File: config.mk
export PLATFORM = sky130hd
export DESIGN_NAME = otp_prot_reg
export DESIGN_NICKNAME = d
export VERILOG_FILES = /design/src/rtl/otp_pkg.sv /design/src/rtl/otp_cmd_ctl.sv /design/src/rtl/otp_store.sv /design/src/rtl/otp_prot_reg.sv
export SDC_FILE = /design/constraint.sdc
export NUM_CORES = 1
export LEC_CHECK = 0
export ABC_AREA = 1
export BUFFER_PORTS_ARGS = -buffer_cell sky130_fd_sc_hd__buf_2
export CORE_ASPECT_RATIO = 0.9
export CORE_MARGIN = 3
export CORE_UTILIZATION = 60
export DETAILED_ROUTE_END_ITERATION = 16
export HOLD_SLACK_MARGIN = 0.08
export PLACE_DENSITY_LB_ADDON = 0.08
export SLEW_MARGIN = 20
export SYNTH_ARGS = -nofsm -noshare
export SYNTH_HDL_FRONTEND = slang
export SYNTH_SLANG_ARGS = --single-unit
File: constraint.sdc
create_clock -name clk -period 2.3 [get_ports clk]
set_input_delay 0.115 -clock clk [delete_from_list [all_inputs] [get_ports clk]]
set_output_delay 0.115 -clock clk [all_outputs]
set_load 0.02 [all_outputs]
File: src/rtl/otp_pkg.sv
package otp_pkg;
    typedef enum logic [1:0] {
        M_ARRAY = 2'd0,
        M_IDENT = 2'd1,
        M_SETUP = 2'd2
    } mode_e;

    localparam logic [7:0] OP_PROGRAM = 8'hC0;
    localparam logic [7:0] OP_IDENT   = 8'h90;
    localparam logic [7:0] OP_ARRAY   = 8'hFF;
    localparam logic [7:0] OP_CLRSTAT = 8'h50;

    typedef struct packed {
        mode_e mode;
        logic  prog_err;
        logic  lock_err;
    } ctl_t;
endpackage

File: src/rtl/otp_cmd_ctl.sv
module otp_cmd_ctl
    import otp_pkg::*;
(
    input  logic       clk,
    input  logic       rst_n,
    input  logic       wr_en,
    input  logic [7:0] wr_cmd,
    input  logic       prog_fail,
    input  logic       prog_lockfail,
    output logic       prog_fire,
    output mode_e      mode,
    output logic       st_prog_err,
    output logic       st_locked
);
    ctl_t ctl_d, ctl_q;

    always_comb begin
        ctl_d     = ctl_q;
        prog_fire = 1'b0;
        if (wr_en) begin
            if (ctl_q.mode == M_SETUP) begin
                prog_fire      = 1'b1;
                ctl_d.mode     = M_ARRAY;
                ctl_d.prog_err = ctl_q.prog_err | prog_fail;
                ctl_d.lock_err = ctl_q.lock_err | prog_lockfail;
            end else begin
                case (wr_cmd)
                    OP_PROGRAM: ctl_d.mode = M_SETUP;
                    OP_IDENT:   ctl_d.mode = M_IDENT;
                    OP_ARRAY:   ctl_d.mode = M_ARRAY;
                    OP_CLRSTAT: begin
                        ctl_d.prog_err = 1'b0;
                        ctl_d.lock_err = 1'b0;
                    end
                    default: ;
                endcase
            end
        end
    end

    always_ff @(posedge clk or negedge rst_n) begin
        if (!rst_n) begin
            ctl_q <= '{mode: M_ARRAY, prog_err: 1'b0, lock_err: 1'b0};
        end else begin
            ctl_q <= ctl_d;
        end
    end

    assign mode        = ctl_q.mode;
    assign st_prog_err = ctl_q.prog_err;
    assign st_locked   = ctl_q.lock_err;
endmodule

File: src/rtl/otp_store.sv
module otp_store #(
    parameter int                  WORD_W     = 16,
    parameter int                  SEG_BITS   = 64,
    parameter int                  ADDR_W     = 4,
    parameter logic [SEG_BITS-1:0] FACTORY_ID = 64'h1234_5678_9ABC_DEF0,
    parameter logic [SEG_BITS-1:0] USER_INIT  = '1,
    parameter logic [WORD_W-1:0]   LOCK_INIT  = 16'hFFFE
) (
    input  logic                clk,
    input  logic                prog_fire,
    input  logic [ADDR_W-1:0]   wr_addr,
    input  logic [WORD_W-1:0]   wr_data,
    input  logic [ADDR_W-1:0]   rd_addr,
    output logic [WORD_W-1:0]   rd_word,
    output logic                prog_fail,
    output logic                prog_lockfail,
    output logic [SEG_BITS-1:0] fact_seg,
    output logic [SEG_BITS-1:0] user_seg,
    output logic [WORD_W-1:0]   lock_word
);
    localparam int SEG_WORDS = SEG_BITS / WORD_W;
    localparam int SIDX_W    = (SEG_WORDS > 1) ? $clog2(SEG_WORDS) : 1;
    localparam int FACT_BASE = 1;
    localparam int USER_BASE = 1 + SEG_WORDS;
    localparam int LAST_OFS  = 2 * SEG_WORDS;

    typedef struct packed {
        logic [WORD_W-1:0]   lock;
        logic [SEG_BITS-1:0] user;
        logic [SEG_BITS-1:0] fact;
    } store_t;

    // No reset: power-up values model non-volatile cells.
    store_t st_d;
    store_t st_q = '{lock: LOCK_INIT, user: USER_INIT, fact: FACTORY_ID};

    logic [WORD_W-1:0] fact_w [SEG_WORDS];
    logic [WORD_W-1:0] user_w [SEG_WORDS];

    for (genvar g = 0; g < SEG_WORDS; g++) begin : g_words
        assign fact_w[g] = st_q.fact[g*WORD_W +: WORD_W];
        assign user_w[g] = st_q.user[g*WORD_W +: WORD_W];
    end

    logic              w_lock, w_fact, w_user;
    logic [SIDX_W-1:0] w_sub;

    always_comb begin
        w_lock = (wr_addr == ADDR_W'(0));
        w_fact = (wr_addr >= ADDR_W'(FACT_BASE)) && (wr_addr < ADDR_W'(USER_BASE));
        w_user = (wr_addr >= ADDR_W'(USER_BASE)) && (wr_addr <= ADDR_W'(LAST_OFS));
        w_sub  = w_user ? SIDX_W'(wr_addr - ADDR_W'(USER_BASE)) : '0;

        prog_lockfail = w_fact | (w_user & ~st_q.lock[1]);
        prog_fail     = prog_lockfail | ~(w_lock | w_fact | w_user);

        st_d = st_q;
        if (prog_fire && !prog_fail) begin
            if (w_lock) begin
                st_d.lock = st_q.lock & wr_data;
            end
            if (w_user) begin
                st_d.user[int'(w_sub)*WORD_W +: WORD_W] = user_w[w_sub] & wr_data;
            end
        end
    end

    always_ff @(posedge clk) begin
        st_q <= st_d;
    end

    always_comb begin
        rd_word = '0;
        if (rd_addr == ADDR_W'(0)) begin
            rd_word = st_q.lock;
        end else if (rd_addr < ADDR_W'(USER_BASE)) begin
            rd_word = fact_w[SIDX_W'(rd_addr - ADDR_W'(FACT_BASE))];
        end else if (rd_addr <= ADDR_W'(LAST_OFS)) begin
            rd_word = user_w[SIDX_W'(rd_addr - ADDR_W'(USER_BASE))];
        end
    end

    assign fact_seg  = st_q.fact;
    assign user_seg  = st_q.user;
    assign lock_word = st_q.lock;
endmodule

File: src/rtl/otp_prot_reg.sv
module otp_prot_reg
    import otp_pkg::*;
#(
    parameter int                  WORD_W     = 16,
    parameter int                  SEG_BITS   = 64,
    parameter int                  ADDR_W     = 4,
    parameter logic [SEG_BITS-1:0] FACTORY_ID = 64'h1234_5678_9ABC_DEF0,
    parameter logic [SEG_BITS-1:0] USER_INIT  = '1,
    parameter logic [WORD_W-1:0]   LOCK_INIT  = 16'hFFFE
) (
    input  logic              clk,
    input  logic              rst_n,
    input  logic              wr_en,
    input  logic [ADDR_W-1:0] wr_addr,
    input  logic [WORD_W-1:0] wr_data,
    input  logic [ADDR_W-1:0] rd_addr,
    output logic [WORD_W-1:0] rd_data,
    output logic              ident_active,
    output logic              st_prog_err,
    output logic              st_locked
);
    mode_e               mode;
    logic                prog_fire, prog_fail, prog_lockfail, in_setup;
    logic [WORD_W-1:0]   rd_word, lock_word;
    logic [SEG_BITS-1:0] fact_seg, user_seg;

    otp_cmd_ctl u_ctl (
        .clk           (clk),
        .rst_n         (rst_n),
        .wr_en         (wr_en),
        .wr_cmd        (wr_data[7:0]),
        .prog_fail     (prog_fail),
        .prog_lockfail (prog_lockfail),
        .prog_fire     (prog_fire),
        .mode          (mode),
        .st_prog_err   (st_prog_err),
        .st_locked     (st_locked)
    );

    otp_store #(
        .WORD_W     (WORD_W),
        .SEG_BITS   (SEG_BITS),
        .ADDR_W     (ADDR_W),
        .FACTORY_ID (FACTORY_ID),
        .USER_INIT  (USER_INIT),
        .LOCK_INIT  (LOCK_INIT)
    ) u_store (
        .clk           (clk),
        .prog_fire     (prog_fire),
        .wr_addr       (wr_addr),
        .wr_data       (wr_data),
        .rd_addr       (rd_addr),
        .rd_word       (rd_word),
        .prog_fail     (prog_fail),
        .prog_lockfail (prog_lockfail),
        .fact_seg      (fact_seg),
        .user_seg      (user_seg),
        .lock_word     (lock_word)
    );

    assign ident_active = (mode == M_IDENT);
    assign in_setup     = (mode == M_SETUP);
    assign rd_data      = ident_active ? rd_word : '0;
endmodule

==> metrics.md, run 1 <==
| Metric | Value |
|---|---|
| Cell count after synthesis | `about 650` |
| Flops & latches, synth | `84` |
| Die area | `just under 10000 um^2` |
| Die Span X | `about 100 um` |
| Post-cts resize count | `0` |
| R2r setup slk | `0.38 ns` |
| Vias/cell | `between 5 and 6` |
| Switching share of total power | `0.291` |
| Critical Path RT | `2.18 ns` |
| Headroom to the max-slew limit | `0.511` |
| CTS Buffer Depth | `2` |
| Internal power | `between 0.002 and 0.0025 W` |
| Arrival time worst endpoint | `1.88 ns` |
| Worst setup path start | `u_ctl.mode[1]$_DFFE_PN0P_` |
| Rows | `31` |
| Ys flop type | `edfxtp_1` |
| Finished Core Util | `0.726` |
| Worst-path clk slew | `0.08 ns` |
| Worst r2r src | `u_ctl.mode[0]$_DFFE_PN0P_` |
| Startpoint Class | `flip-flop` |
| RD Place Congestion | `0.903` |
| Tcrit/Tclk final | `0.866` |
| # clock sinks | `84` |
| Total GRT Usage | `0.305` |
| YS warnings | `0` |
| Die height | `94.8 um` |
| Largest net degree at the start of global routing | `35` |
| Share of cells above drive strength 1 | `0.187` |
| Post-DRT Antenna Nets | `0` |
| R2R Path End | `u_store.user_seg[58]$_DFFE_PP_` |
| Hold Vio Cnt, Final | `0` |
| Antenna diodes | `0` |
| Pwr Total | `0.00350 W` |
| Area grow syn2layout | `14.1%` |
| Post-route setup TNS | `0 ns` |
| Worst min path class | `in -> reg` |
| Comb pwr share | `0.196` |
| WL final | `14700 um` |
| R2R depth | `6` |
| Most instantiated library cell after synthesis | `nand2_1` |
| Routed length per instance | `roughly 18 um` |
| Maximum VDD drop | `between 0.4 and 0.5 mV` |
| TritonCTS buffer count | `9` |
| Overall overflow remaining after global route | `0` |
| Clock skew | `roughly 0.0073 ns` |
| Max-cap violation count | `0` |
| 1st-pass router iterations | `5` |
| Core outline area | `just over 8000 um^2` |
| Via Count | `4733` |
| # Post-CTS Setup Buffers | `0` |
| Seq pwr share | `0.482` |
| Initial antenna violation count | `0` |
| Kind of end point of the critical path | `output port` |
| Cell Area, Synth | `5250 um^2` |
| Crit path to | `rd_data[1]` |
| DP Wirelength | `9760 um` |
| Clock latency on the worst-skew pair | `0.35 ns` |
| Port-buffer cells | `45` |
| Nets | `738` |
| Max Clk Rate | `between 500 and 600 MHz` |
| Net switching power | `0.00102 W` |
| Yosys cell types | `30` |
| Vias in the first global route | `4644` |
| RSZ-0062 raised after global routing | `false` |
| Critical path type | `reg -> out` |
| Leak pwr | `2.70 nW` |
| Synthesized Nets | `682` |
| I/O Pins | `46` |
| Outcome | `finished clean` |
| Least-Margin Pin Slew | `0.732 ns` |
| H-tree depth | `3` |
| Final Max Tran Viols | `0` |
| Clock share of power | `0.323` |
| Post-synth top area share | `0.457` |
| Sequential fraction of the synthesis area | `0.476` |
| Setup violators final | `0` |
| CTS tree | `yes` |
| Minimum clock period | `1.99 ns` |
| Power Dens Cells | `slightly below 600 nW/um^2` |
| Area contributors post-synth | `edfxtp_1 46%, nand2_1 10%, inv_1 7.2%` |
| First-pass GRT wire length | `~23000 um` |
| Initial DRC Count | `~700` |
| Top post-synthesis cells by count | `140 x nand2_1, 101 x inv_1, 80 x edfxtp_1` |
| Syn avg cell area | `8.13 um^2` |
| Asr flop ratio synth | `0.0476` |
| Largest area contributor in the netlist | `edfxtp_1` |
| DRC viols | `0` |
| Clk root buf | `clkbuf_8` |
| Post-synth EDFFs | `80` |
| Initial Util | `0.636` |
| CP max FO | `16` |
[cells in the final DEF, fill, tap and decap left out, types with 9 or more instances in the layout]
| cell type | count |
|---|---|
| a21oi_1 | 50 |
| buf_2 | 45 |
| buf_4 | 28 |
| clkbuf_8 | 9 |
| edfxtp_1 | 80 |
| inv_1 | 101 |
| nand2_1 | 140 |
| nand3_1 | 25 |
| nand3_2 | 10 |
| nand4_1 | 50 |
| nor2_1 | 60 |
| nor3_2 | 13 |
| o21ai_0 | 37 |
[state kept, by name, summed over array words and instances, names as in the netlist]
name and flops:
u_store.user_seg 64, u_store.lock_word 16, u_ctl.mode 2, u_ctl.st_locked 1, u_ctl.st_prog_err 1
[worst min-delay path by stage]
stage / from / endpoint / cells after the start
2_1_floorplan: rst_n / u_ctl.mode[0]$_DFFE_PN0P_ / 0
3_3_place_gp: rst_n / u_ctl.st_prog_err$_DFFE_PN0P_ / 1
5_1_grt: wr_data[10] / u_store.lock_word[10]$_DFFE_PP_ / 3
6_report: wr_data[3] / u_store.lock_word[3]$_DFFE_PP_ / 3
4_1_cts: wr_data[10] / u_store.lock_word[10]$_DFFE_PP_ / 3
3_5_place_dp: rst_n / u_ctl.st_prog_err$_DFFE_PN0P_ / 1
[stage by stage]
stage          hold slack (ns)  instances  cell area (um^2)  setup slack [ns]
2_1_floorplan           -0.181        646              5330           -0.0102
3_3_place_gp           -0.0751        798              5710             0.170
3_5_place_dp           -0.0707        798              5710             0.106
4_1_cts                 0.0840        820              6000             0.317
5_1_grt                 0.0900        820              6000             0.201
6_report                0.0913        820              6000             0.308
[worst max-delay path: stages, from the launching register on]
cell,delay (ns)
dfrtp_1,0.37
inv_1,0.08
nand2_1,0.43
inv_1,0.21
o211ai_1,0.11
a21oi_1,0.15
buf_2,0.18
[timing repair]
item / in CTS / in global routing
hold buffers: 8 / 0
endpoints found under the hold margin: 11 / 0
endpoints found under the setup margin: 0 / 0
[metal layers]
metal  GRT usage  vias to the layer above  wire (um)
met5           0                        -          0
met4       0.119                        0        391
met2       0.517                      236       7070
met1       0.392                     2204       5990
li1            -                     2256          -
met3      0.0560                       37       1230
[layout make-up]
cell class / instances / area, um^2
Fill cell: 666 / 2270
Tap cell: 115 / 144
Clock buffer: 9 / 124
Inverter: 107 / 414
Timing Repair Buffer: 82 / 536
Multi-Input combinational cell: 418 / 2200
Sequential cell: 84 / 2500
Clock inverter: 5 / 78.8
[power groups by stage]
stage / clock (W) / combinational [W] / sequential [W]
floorplan: 0 / 0.000469 / 0.00172
global placement: 0 / 0.000640 / 0.00172
detailed placement: 0 / 0.000657 / 0.00172
CTS: 0.00115 / 0.000671 / 0.00169
global route: 0.00120 / 0.000749 / 0.00169
finish: 0.00113 / 0.000684 / 0.00169
[logic make-up (layout without fill, tap and decap cells)]
group           Yosys count  count (layout)  share of synthesized area
buf+inv                 144             203                      0.112
fa+ha+maj                 9               9                     0.0214
flops                    84              84                      0.476
simple gates            320             320                      0.304
compound gates           89              89                     0.0855
Note: power is estimated with default switching activity, not from simulation.
==> run 2: changes to the inputs <==
- CORE_ASPECT_RATIO: 0.9 -> 2
==> run 2 against run 1 <==
- clock-buffer cell count is 2 higher
- combinational power is 2% higher
- register-to-register slack worse by 0.06 ns
- sequential power hardly changed
- first-iteration DRC count is 34% lower
- critical path type is now reg -> reg
==> metrics.md, run 2 (synthesized netlist as in run 1, its figures left out) <==
| Metric | Value |
|---|---|
| Outcome | `finished clean` |
| Share of cells above drive strength 1 | `0.191 (+0.00344)` |
| I/O Pins | `46 (unchanged)` |
| Most common cell after layout, fill and taps aside | `nand2_1` |
| Final Max Tran Viols | `0 (unchanged)` |
| Maximum VDD drop | `0.473 mV (+5.2%)` |
| CP max FO | `9 (-7)` |
| Post-DRT Antenna Nets | `0 (unchanged)` |
| Largest net degree at the start of global routing | `35 (unchanged)` |
| Worst-path clk slew | `0.06 ns (-0.02 ns)` |
| RSZ-0062 raised after global routing | `false` |
| Filler cell count | `661 (-0.75%)` |
| Leak pwr | `2.74 nW (+1.6%)` |
| Critical path type | `reg -> reg` |
| Setup violators final | `0 (unchanged)` |
| Least-Margin Pin Slew | `0.745 ns (+0.0122 ns)` |
| Critical Path RT | `2.34 ns (+0.16 ns)` |
| # Post-CTS Setup Buffers | `0 (unchanged)` |
| Minimum clock period | `1.98 ns (-0.0145 ns)` |
| Worst r2r src | `u_ctl.mode[0]$_DFFE_PN0P_` |
| Kind of end point of the critical path | `flip-flop` |
| H-tree depth | `3 (unchanged)` |
| Post-cts resize count | `0 (unchanged)` |
| Nets | `739 (+0.14%)` |
| DP Wirelength | `11100 um (+14%)` |
| TritonCTS buffer count | `9 (unchanged)` |
| Die area | `9980 um^2 (+0.67%)` |
| Clock latency on the worst-skew pair | `0.35 ns (about the same)` |
| Fin cells | `806 (-1.7%)` |
| CTS tree | `yes` |
| # clock sinks | `84 (unchanged)` |
| Tcrit/Tclk final | `0.860 (-0.00633)` |
| Initial DRC Count | `461 (-34%)` |
| Cell count of the worst hold path | `3 (unchanged)` |
| WL final | `15700 um (+7.2%)` |
| DRC viols | `0 (unchanged)` |
| Hold Vio Cnt, Final | `0 (unchanged)` |
| Pwr Total | `0.00380 W (+8.7%)` |
| 1st-pass router iterations | `5 (unchanged)` |
| Antenna diodes | `0 (unchanged)` |
| Vias in the first global route | `4933 (+6.2%)` |
| Area grow syn2layout | `15.3%` |
| Die height | `138 um (+46%)` |
| R2r setup slk | `0.32 ns (-0.06 ns)` |
| Startpoint Class | `flip-flop` |
| Commonest non-fill, non-tap cells in the layout | `140 x nand2_1, 101 x inv_1, 80 x edfxtp_1, 60 x nor2_1` |
| Vias/cell | `6.04 (+4.6%)` |
| Routed length per instance | `19.5 um (+9.1%)` |
| Total GRT Usage | `0.329 (+0.0239)` |
| Die Span X | `72.2 um (-31%)` |
| First-pass GRT wire length | `24600 um (+5.3%)` |
| Worst min path class | `in -> reg` |
| Initial Util | `0.625 (-0.0112)` |
| Fin Hold WS | `0.0837 ns (-0.00753 ns)` |
| Crit path to | `u_store.user_seg[35]$_DFFE_PP_` |
| Worst setup path start | `u_ctl.mode[0]$_DFFE_PN0P_` |
| R2R depth | `6 (unchanged)` |
| Port-buffer cells | `45 (unchanged)` |
| Arrival time worst endpoint | `2.02 ns (+0.14 ns)` |
| Clock skew | `0.00796 ns (+0.000634 ns)` |
| Rows | `47 (+52%)` |
| Overall overflow remaining after global route | `0 (unchanged)` |
| Headroom to the max-slew limit | `0.503 (-0.00752)` |
| RD Place Congestion | `0.961 (+6.4%)` |
| Core outline area | `8410 um^2 (+1.8%)` |
| CTS Buffer Depth | `2 (unchanged)` |
| R2R Path End | `u_store.user_seg[35]$_DFFE_PP_` |
| Max-cap violation count | `0 (unchanged)` |
| Placed Cells | `785 (-1.6%)` |
| Clk root buf | `clkbuf_16` |
| Initial antenna violation count | `0 (unchanged)` |
| Max reg flops | `64 (unchanged)` |
| Power Dens Cells | `628 nW/um^2 (+7.6%)` |
| Max Clk Rate | `506 MHz (+0.74%)` |
| Via Count | `4868 (+2.9%)` |
## run 2: cell count changes in the layout (fill, tap and decap cells not counted)
cell,change
clkbuf_1,+2
clkinv_1,+1
clkbuf_16,+9
buf_4,+4
clkbuf_8,-9
bufinv_16,-1
dlygate4sd3_1,-3
## run 2: how the worst min path moves through the flow
| stage | startpoint | end | slack, ns |
|---|---|---|---|
| after global routing | wr_data[13] | u_store.lock_word[13]$_DFFE_PP_ | 0.09 |
| after global placement | rst_n | u_ctl.mode[0]$_DFFE_PN0P_ | -0.08 |
| after detailed placement | rst_n | u_ctl.mode[1]$_DFFE_PN0P_ | -0.08 |
| after floorplan | rst_n | u_ctl.mode[0]$_DFFE_PN0P_ | -0.18 |
| final | wr_data[13] | u_store.lock_word[13]$_DFFE_PP_ | 0.08 |
| after CTS | wr_data[11] | u_store.lock_word[11]$_DFFE_PP_ | 0.08 |
## run 2: what timing repair did
item,CTS,global route
endpoints found under the hold margin,8,0
hold buffers,5,0
endpoints found under the setup margin,0,0
## run 2: cell type report
| cell class | instances | area (um^2) | area share |
|---|---|---|---|
| Multi-Input combinational cell | 418 | 2200 | 0.363 |
| Timing Repair Buffer | 83 | 536 | 0.0884 |
| Sequential cell | 84 | 2500 | 0.413 |
| Clock inverter | 5 | 52.6 | 0.00868 |
| Inverter | 107 | 414 | 0.0684 |
| Clock buffer | 11 | 233 | 0.0384 |
| Tap cell | 98 | 123 | 0.0202 |
## run 2: layer usage
layer	track usage	wire length, um
met1	0.342	5300
met2	0.579	8460
met3	0.0414	1050
met4	0.238	937
met5	0	0
## run 2: critical path: stages (launching register included)
cell and delay (ns):
dfrtp_1 0.39, nor2_1 0.16, inv_1 0.09, nor2_1 0.30
nand3b_1 0.31, nor2_2 0.20, buf_4 0.24
## run 2: metrics by stage
stage                     setup slack, ns  utilization  instance area (um^2)  TNS [ns]
after CTS                           0.348        0.720                  6060         0
after global routing                0.201        0.720                  6060         0
after detailed placement           0.0810        0.680                  5720         0
after floorplan                   -0.0102            -                  5330    -0.654
final                               0.322        0.720                  6060         0
after global placement              0.154        0.680                  5720         0
## run 2: where the power goes
part / switching, W / total (W) / internal, W / leakage [nW]
Combinational: 0.000493 / 0.000697 / 0.000204 / 1.78
Clock: 0.000581 / 0.00142 / 0.000836 / 0.141
Sequential: 0.00000574 / 0.00169 / 0.00168 / 0.819
Total: 0.00108 / 0.00380 / 0.00272 / 2.74
==> run 3: changes to the inputs <==
- ABC_AREA: 1 -> default
- CORE_UTILIZATION: 60 -> 54
- CTS_CLUSTER_SIZE: default -> 10
- clock period: 2.3 -> 1.7 ns (I/O delays scaled with it)
==> run 3 against run 2 <==
- the run now ends with negative setup slack left
- final cell count is 30% lower
- critical path depth did not move
- via count decreased by 20%
- first-iteration DRC count decreased by 51%
- cell area up 12%
- global-route usage down 2.3 points
- flip-flop and latch count unchanged
- routed wire length decreased by 3.2%
- worst hold slack improved by 0.0017 ns
- combinational power grew 51%
- register-to-register slack lost 0.46 ns
- synthesized cell count down 44%
- highest routed layer unchanged
==> metrics.md, run 3 <==
| Metric | Value |
|---|---|
| GR Layer Usage met2 | `0.545 (-0.0334)` |
| Cell Area, Synth | `4810 um^2 (-8.5%)` |
| Routed length per instance | `26.8 um (+37%)` |
| Placed Area | `5600 um^2 (-2.1%)` |
| Worst min path class | `in -> async` |
| Critical path type | `reg -> out` |
| Internal power | `0.00386 W (+42%)` |
| Leak pwr | `2.43 nW (-11%)` |
| Crit path to | `rd_data[11]` |
| Fin Hold WS | `0.0854 ns (+0.00169 ns)` |
| Setup violators final | `117 (+117)` |
| Asr flop ratio synth | `0.0476 (unchanged)` |
| Post-synthesis xor/xnor area fraction | `0.00182 (+0.00182)` |
| R2R Path End | `u_store.lock_word[11]$_DFFE_PP_` |
| Nets | `499 (-32%)` |
| Net switching power | `0.00138 W (+27%)` |
| Initial Util | `0.556 (-0.0689)` |
| Most common cell after layout, fill and taps aside | `edfxtp_1` |
| Flops & latches, synth | `84 (unchanged)` |
| RSZ-0062 raised after global routing | `true` |
| Tcrit/Tclk final | `1.09` |
| Synth Area in Adders | `0.0234 (+0.00199)` |
| Initial DRC Count | `226 (-51%)` |
| Switching share of total power | `0.263 (-0.0212)` |
| Power Dens Cells | `771 nW/um^2 (+23%)` |
| Final Max Tran Viols | `0 (unchanged)` |
| YS warnings | `0 (unchanged)` |
| Die height | `139 um (+0.79%)` |
| Largest area contributor in the netlist | `edfxtp_1` |
| Area grow syn2layout | `41.3%` |
| Commonest non-fill, non-tap cells in the layout | `80 x edfxtp_1, 63 x a211oi_2, 33 x buf_4, 27 x buf_2, 25 x buf_6` |
| CP max FO | `8 (-1)` |
| Comb pwr share | `0.200 (+0.017)` |
| Worst setup path start | `u_ctl.mode[0]$_DFFE_PN0P_` |
| H-tree depth | `3 (unchanged)` |
| Ys flop type | `edfxtp_1` |
| 1st-pass router iterations | `5 (unchanged)` |
| Outcome | `finished with violations` |
| Post-DRT Antenna Nets | `0 (unchanged)` |
| Largest family of logic cells by synthesized area | `compound AO/OA/AOI/OAI gates` |
| Startpoint Class | `flip-flop` |
| Critical Path RT | `1.62 ns (-0.72 ns)` |
| Clk root buf | `clkbuf_16` |
| Die area | `10100 um^2 (+1.6%)` |
| Antenna diodes | `0 (unchanged)` |
| Total GRT Usage | `0.306 (-0.0231)` |
| I/O Pins | `46 (unchanged)` |
| Rows | `48 (+2.1%)` |
| Port-buffer cells | `45 (unchanged)` |
| DRC viols | `0 (unchanged)` |
| Seq pwr share | `0.436 (-0.008)` |
| Cell count after synthesis | `364 (-44%)` |
| Final instance area | `6790 um^2 (+12%)` |
| R2r setup slk | `-0.14 ns (-0.46 ns)` |
| First-pass GRT wire length | `22900 um (-6.7%)` |
| Synth Area in Compound Gates | `0.213 (+0.128)` |
| Met1 Usage GRT | `0.340 (-0.00284)` |
| Max reg flops | `64 (unchanged)` |
| Overall overflow remaining after global route | `0 (unchanged)` |
| CTS Buffer Depth | `2 (unchanged)` |
| Max Clk Rate | `542 MHz` |
| Post-synth top area share | `0.500 (+0.0425)` |
| Post-Synth Simple-Gate Area | `0.0935 (-0.211)` |
| Violated checks | `negative setup slack` |
| Worst-path clk slew | `0.06 ns (about the same)` |
| Final Worst Setup Slack | `-0.147 ns (-0.469 ns)` |
| Top post-synthesis cells by count | `80 x edfxtp_1, 55 x a211oi_1, 20 x and2_1` |
| Area contributors post-synth | `edfxtp_1 50%, a211oi_1 8.6%, mux4_2 7.5%` |
| Vias in the first global route | `4178 (-15%)` |
| Max-cap violation count | `0 (unchanged)` |
| Via Count | `3896 (-20%)` |
| TritonCTS buffer count | `9 (unchanged)` |
| Post-synthesis mux area share | `0.108 (+0.108)` |
| Sequential fraction of the synthesis area | `0.521 (+0.0443)` |
| Global routing's busiest layer | `met2` |
| Clock latency on the worst-skew pair | `0.34 ns (about the same)` |
| Largest net degree at the start of global routing | `49 (+40%)` |
| Maximum VDD drop | `0.924 mV (+95%)` |
| Vias/cell | `6.86 (+14%)` |
| Worst r2r src | `u_ctl.mode[0]$_DFFE_PN0P_` |
| Syn avg cell area | `13.2 um^2 (+62%)` |
| Least-Margin Pin Slew | `0.757 ns (+0.0121 ns)` |
| Headroom to the max-slew limit | `0.490 (-0.0129)` |
| CTS tree | `yes` |
| Die Span X | `72.7 um (+0.76%)` |
| Arrival time worst endpoint | `1.76 ns (-0.26 ns)` |
| Clock share of power | `0.364 (-0.009)` |
| Hold Vio Cnt, Final | `0 (unchanged)` |
| Post-synth EDFFs | `80 (unchanged)` |
| Share of cells above drive strength 1 | `0.528 (+0.337)` |
| Kind of end point of the critical path | `output port` |
| RD Place Congestion | `0.796 (-17%)` |
| Worst slack at placement | `-0.806 ns (-0.887 ns)` |
| Most instantiated library cell after synthesis | `edfxtp_1` |
| Minimum clock period | `1.85 ns` |
| Clock skew | `0.00854 ns (+0.000587 ns)` |
| WL final | `15200 um (-3.2%)` |
| Core outline area | `8650 um^2 (+2.8%)` |
| Synthesized Nets | `400 (-41%)` |
| DP Wirelength | `8580 um (-23%)` |
| Initial antenna violation count | `0 (unchanged)` |
| Met3 GRT Util | `0.0412 (-0.000210)` |
| Pwr Total | `0.00523 W (+38%)` |
| # clock sinks | `84 (unchanged)` |
| Filler cell count | `500 (-24%)` |
| R2R depth | `7 (+1)` |
| Yosys cell types | `47 (+57%)` |
[run 3: metrics by stage]
stage | std cells | util | TNS (ns)
2_1_floorplan | 364 | - | -50.65
3_3_place_gp | 521 | 0.648 | -61.54
3_5_place_dp | 521 | 0.648 | -72.61
4_1_cts | 563 | 0.763 | -8.21
5_1_grt | 568 | 0.785 | -16.44
6_report | 568 | 0.785 | -9.24
[run 3: worst max-delay path: stages (launching register included)]
cell,delay (ns)
dfrtp_1,0.40
buf_6,0.12
nor2b_4,0.12
and3b_2,0.24
buf_12,0.16
a32o_2,0.24
buf_6,0.13
[run 3: timing repair]
item                                    4_1_cts  5_1_grt
resized for setup                           101       40
endpoints found under the setup margin      160      160
setup buffers                                 8        3
endpoints found under the hold margin        16        0
hold buffers                                 12        0
cloned                                        6        2
pin swaps                                    23       11
[run 3: logic make-up after synthesis]
logic type                 count (synthesis)
DFF                                       84
AOI/OAI and AO/OA                        130
and+or+nand+nor                           70
xor gates and xnor gates                   1
muxes                                     32
adders and majority gates                  9
buffers and inverters                     38
[run 3: cell type report]
cell class                      instances  area [um^2]  area share
Multi-Input combinational cell        245         2640       0.389
Sequential cell                        84         2500       0.369
Timing Repair Buffer                  116         1190       0.176
Clock buffer                           11          233      0.0343
Tap cell                              100          125      0.0184
Clock inverter                          5         53.8     0.00792
Inverter                                7         41.3     0.00608
[run 3: per-layer routing]
metal  part of all wire  wire [um]
met5                  0          0
met4              0.052        794
met3              0.055        841
met2               0.55       8440
met1               0.34       5160
[run 3: worst min path at each step]
stage	slack (ns)	start	depth (start not counted)	end
after floorplan	-0.21	rst_n	0	u_ctl.mode[0]$_DFFE_PN0P_
after global placement	-0.09	rst_n	1	u_ctl.st_locked$_DFFE_PN0P_
final	0.09	rst_n	2	u_ctl.mode[0]$_DFFE_PN0P_
after detailed placement	-0.09	rst_n	1	u_ctl.st_locked$_DFFE_PN0P_
after CTS	0.08	rst_n	2	u_ctl.mode[1]$_DFFE_PN0P_
after global routing	0.08	rst_n	2	u_ctl.mode[0]$_DFFE_PN0P_
[run 3: power groups by stage]
stage / combinational, W / sequential [W] / clock, W
2_1_floorplan: 0.000487 / 0.00233 / 0
3_3_place_gp: 0.000778 / 0.00232 / 0
3_5_place_dp: 0.000792 / 0.00232 / 0
4_1_cts: 0.000924 / 0.00228 / 0.00192
5_1_grt: 0.00110 / 0.00228 / 0.00199
6_report: 0.00105 / 0.00228 / 0.00191
